$ cat config.mk
export PLATFORM = sky130hd
export DESIGN_NAME = ret_addr_stack
export DESIGN_NICKNAME = d
export VERILOG_FILES = /design/src/rtl/ras_pkg.sv /design/src/rtl/ras_ptr.sv /design/src/rtl/ras_regs.sv /design/src/rtl/ret_addr_stack.sv
export SDC_FILE = /design/constraint.sdc
export NUM_CORES = 1
export LEC_CHECK = 0
export ABC_CLOCK_PERIOD_IN_PS = 5270
export CAP_MARGIN = 25
export CORE_MARGIN = 2
export CORE_UTILIZATION = 53
export DETAILED_ROUTE_END_ITERATION = 12
export HOLD_SLACK_MARGIN = 0.08
export PLACE_DENSITY_LB_ADDON = 0.3
export SYNTH_ARGS = -nofsm -noshare
export SYNTH_HDL_FRONTEND = slang
export SYNTH_HIERARCHICAL = 1
export SYNTH_SLANG_ARGS = --single-unit
export TNS_END_PERCENT = 50
$ cat constraint.sdc
create_clock -name clk_i -period 5.27 [get_ports clk_i]
set_input_delay 0.7905 -clock clk_i [delete_from_list [all_inputs] [get_ports clk_i]]
set_output_delay 0.7905 -clock clk_i [all_outputs]
set_load 0.02 [all_outputs]
$ cat src/rtl/ras_pkg.sv
package ras_pkg;
  localparam int unsigned RAS_DEPTH_DEF  = 8;
  localparam int unsigned RAS_ADDR_W_DEF = 13;

  typedef enum logic [1:0] {
    PTR_HOLD = 2'd0,
    PTR_UP   = 2'd1,
    PTR_DOWN = 2'd2
  } ptr_op_e;
endpackage

$ cat src/rtl/ras_ptr.sv
module ras_ptr
  import ras_pkg::*;
#(
  parameter int unsigned DEPTH = RAS_DEPTH_DEF,
  localparam int unsigned PW = (DEPTH > 1) ? $clog2(DEPTH) : 1
) (
  input  logic          clk_i,
  input  logic          rst_ni,
  input  ptr_op_e       op_i,
  output logic [PW-1:0] ptr_o,
  output logic [PW-1:0] rd_idx_o
);
  localparam logic [PW-1:0] LAST = PW'(DEPTH - 1);

  logic [PW-1:0] ptr_q, ptr_inc, ptr_dec;

  assign ptr_inc = (ptr_q == LAST) ? '0 : ptr_q + PW'(1);
  assign ptr_dec = (ptr_q == '0) ? LAST : ptr_q - PW'(1);

  always_ff @(posedge clk_i or negedge rst_ni) begin
    if (!rst_ni) begin
      ptr_q <= '0;
    end else begin
      case (op_i)
        PTR_UP:   ptr_q <= ptr_inc;
        PTR_DOWN: ptr_q <= ptr_dec;
        default:  ptr_q <= ptr_q;
      endcase
    end
  end

  assign ptr_o    = ptr_q;
  assign rd_idx_o = ptr_dec;
endmodule

$ cat src/rtl/ras_regs.sv
module ras_regs #(
  parameter int unsigned DEPTH  = 8,
  parameter int unsigned ADDR_W = 13,
  localparam int unsigned PW = (DEPTH > 1) ? $clog2(DEPTH) : 1
) (
  input  logic              clk_i,
  input  logic              we_i,
  input  logic [PW-1:0]     wr_idx_i,
  input  logic [ADDR_W-1:0] wdata_i,
  input  logic [PW-1:0]     rd_idx_i,
  output logic [ADDR_W-1:0] rdata_o
);
  logic [ADDR_W-1:0] slot_q [DEPTH];

  for (genvar g = 0; g < DEPTH; g++) begin : g_slot
    always_ff @(posedge clk_i) begin
      if (we_i && (wr_idx_i == PW'(g))) begin
        slot_q[g] <= wdata_i;
      end
    end
  end

  assign rdata_o = slot_q[rd_idx_i];
endmodule

$ cat src/rtl/ret_addr_stack.sv
module ret_addr_stack
  import ras_pkg::*;
#(
  parameter int unsigned DEPTH  = RAS_DEPTH_DEF,
  parameter int unsigned ADDR_W = RAS_ADDR_W_DEF
) (
  input  logic              clk_i,
  input  logic              rst_ni,
  input  logic              push_i,
  input  logic [ADDR_W-1:0] push_pc_i,
  input  logic              pop_i,
  output logic [ADDR_W-1:0] tos_o
);
  localparam int unsigned PW = (DEPTH > 1) ? $clog2(DEPTH) : 1;

  ptr_op_e       op;
  logic [PW-1:0] ptr_q, rd_idx;

  // Push wins over a simultaneous pop.
  always_comb begin
    if (push_i)     op = PTR_UP;
    else if (pop_i) op = PTR_DOWN;
    else            op = PTR_HOLD;
  end

  ras_ptr #(.DEPTH(DEPTH)) u_ptr (
    .clk_i    (clk_i),
    .rst_ni   (rst_ni),
    .op_i     (op),
    .ptr_o    (ptr_q),
    .rd_idx_o (rd_idx)
  );

  ras_regs #(.DEPTH(DEPTH), .ADDR_W(ADDR_W)) u_regs (
    .clk_i    (clk_i),
    .we_i     (push_i),
    .wr_idx_i (ptr_q),
    .wdata_i  (push_pc_i),
    .rd_idx_i (rd_idx),
    .rdata_o  (tos_o)
  );
endmodule

==> qor.yml <==
cts:
  clk_pin_slew_ns: 0.09
  clock_path_buffers: 2
  post-cts-setup-buffers: 0
  h-tree-depth: 3
  cts_resized: 0
  numCtsBuffers: 9
  cts_root_buf: "clkbuf_8"
  cts_hold_buf: 0
  cts_tree: "done"
  clock_sinks: 107
  clkLatencyLatePin_ns: 0.35
critical_path:
  critPathKind: "register to output port"
  slowest_stage: "mux4_1"
  rrSetupSlack_ns: 3.02
  critPathTopFamily: "multiplexers"
  cp_common_cell: "ha_1"
  worstPathMaxFanout: 27
  crit_chain: "inv_1 > ha_1 > ha_1 > nand2b_2 > mux4_1 > mux2_2 > clkdlybuf4s50_1"
  slowest_delay_ns: 0.67
  crit_arrival_ns: 3.46
  worstSetupEndpointType: "output port"
  required_ns: 4.48
  crit_buf_inv: 2
  crit_path_start_kind: "register"
logic_synthesis:
  synth_top_cells_by_count: "104 x edfxtp_1, 24 x mux4_1, 13 x mux2_2"
  yosys.area.top_type_share_pct: 72.6
  synth_area_per_cell_sq_um: 22.6
  yosysMostFrequentCell: "edfxtp_1"
  ys_seq_area_share_pct: 74.3
  synth_area_sq_um: 4300
  synthTopCellsByArea: "edfxtp_1 73%, mux4_1 15%, mux2_2 3.4%"
  yosysWarnings: 6
  synthFlopType: "edfxtp_1"
  yosysTopAreaCell: "edfxtp_1"
  syn_nets: 212
  synth_edf_count: 104
  postSynthCellCount: 190
  ys_ff_latch: 107
  postSynth.asyncResetShare_pct: 2.80
  synth_cell_types: 22
cells_and_area:
  num_antenna_cells: 0
  fillCellCount: 527
  final_nets: 254
  drive_above_1_share_pct: 18.6
  fin_util_pct: 63.7
  area_growth_pct: 15.6
floorplan:
  die-area_sq_um: 8850
  core-area_sq_um: 7810
  io_pins: 30
  start_util_pct: 55.1
  die_w_um: 94.1
  die_h_um: 94.1
  row_count: 32
global_route:
  grt.total_usage_pct: 17.2
  antenna_found_initial: 0
  grt_pass1_vias: 2006
  grt_pass1_wl_um: 10500
  grt_max_degree: 28
  grt-ovfl-total: 0
sta:
  setup_tns_ns: 0
  setup_viol: 0
  relSlewSlack_pct: 42.5
  finalHoldViolCount: 0
  fmax_ghz: 0.235
  fin_hold_ws_ns: 0.593
  rsz0062_at_grt: "no"
  post-route-period-util_pct: 80.7
  min_period_ns: 4.25
  finalClockSkew_ns: 0.00712
  fin_ws_ns: 1.02
  worst_pin_slew_ns: 0.863
  slew_violations: 0
run_status:
  outcome: "completed"
routing:
  drc_errors: 0
  vias: 1917
  viasPerCell: 5.65
  drtIter0Drc: 139
  wire_per_inst_um: 20.1
  antenna_left: 0
  dr.pass1.iters: 4
  finalWirelength_um: 6830
power_and_ir_drop:
  irDropWorstVdd_uv: 407
  p_leak_nw: 1.71
  power_density_nw_per_um2: 594
min_path:
  hold_class: "register to register"
place:
  gp_congestion: 0.743
  detailedPlace.worstSlack_ns: 1.36
  port_buffers: 29
  dp_hpwl_um: 4150
flow_run:
  maxCapViolations: 0
==> kinds of logic after synthesis <==
kind of cell	after synthesis	share of synthesized area, %
and+or+nand+nor	21	2.56
adders and majority gates	5	1.45
muxes	39	19.1
xor gates and xnor gates	1	0.204
AOI/OAI and AO/OA	3	0.524
buffers and inverters	14	1.80
DFF	107	74.3
==> area by class of cell <==
cell class,instances,area [sq um],area share [%]
inverter,7,26.3,0.528
timing repair buffer,38,378,7.60
sequential,107,3200,64.3
clock buffer,9,124,2.49
multi-input combinational,69,1040,20.8
tap,102,128,2.57
clock inverter,7,83.8,1.69
==> power by group <==
part	switching [W]	total, W	internal, W
sequential	0.0000416	0.00110	0.00106
combinational	0.000640	0.00135	0.000710
clock	0.000274	0.000502	0.000229
==> worst reg2reg max path, delay by kind of cell, from the launching register on <==
| kind | cells | cell delay, ns |
|---|---|---|
| buffers and inverters | 1 | 0.08 |
| flip-flops | 1 | 0.55 |
| AND/OR/NAND/NOR | 1 | 0.58 |
| AO/OA/AOI/OAI | 1 | 0.55 |
| adder cells (fa/ha/maj) | 2 | 0.37 |
==> flip-flops by register name (all words and copies together) (netlist names) <==
register / cells
u_ptr/ptr_o: 3
u_regs/slot_q: 104
==> metrics by stage <==
| stage | instances | total power (W) | cell area [sq um] |
|---|---|---|---|
| finish | 339 | 0.00295 | 4970 |
| global route | 339 | 0.00312 | 4970 |
| CTS | 338 | 0.00295 | 4950 |
| detailed placement | 322 | 0.00245 | 4740 |
| global placement | 322 | 0.00244 | 4740 |
| floorplan | 190 | 0.00201 | 4300 |
==> routing by layer <==
metal / wire [um] / track usage, %
met1: 2900 / 21.6
met2: 3550 / 28.9
met3: 263 / 4.41
met4: 117 / 6.52
met5: 0 / 0
==> cell usage in the layout (no fill, tap or decap), drive strengths merged <==
cell type,synthesis,routed
dfrtp,3,3
buf,6,9
clkinv,0,3
and2,2,2
clkdlybuf4s50,0,29
mux2,13,13
nor2b,1,1
bufinv,0,1
o31ai,1,1
ha,5,5
mux4,26,26
nand2,4,4
edfxtp,104,104
nor3,3,3
nand2b,4,4
o21ai,1,1
xnor2,1,1
nor2,7,7
clkbuf,1,9
a311o,1,1
inv,7,10
==> final timing paths <==
kind,cells after the start,endpoint,startpoint
worst max-delay path,7,tos_o[0],u_ptr/ptr_o[0]
max in group asynchronous,1,u_ptr/ptr_o[0],rst_ni
worst max register to register,5,u_ptr/ptr_o[0],u_ptr/ptr_o[0]
worst min-delay path,2,u_ptr/ptr_o[1],u_ptr/ptr_o[1]
worst min register to register,2,u_ptr/ptr_o[1],u_ptr/ptr_o[1]
min in group asynchronous,1,u_ptr/ptr_o[1],rst_ni
Note: power is estimated with default switching activity, not from simulation.
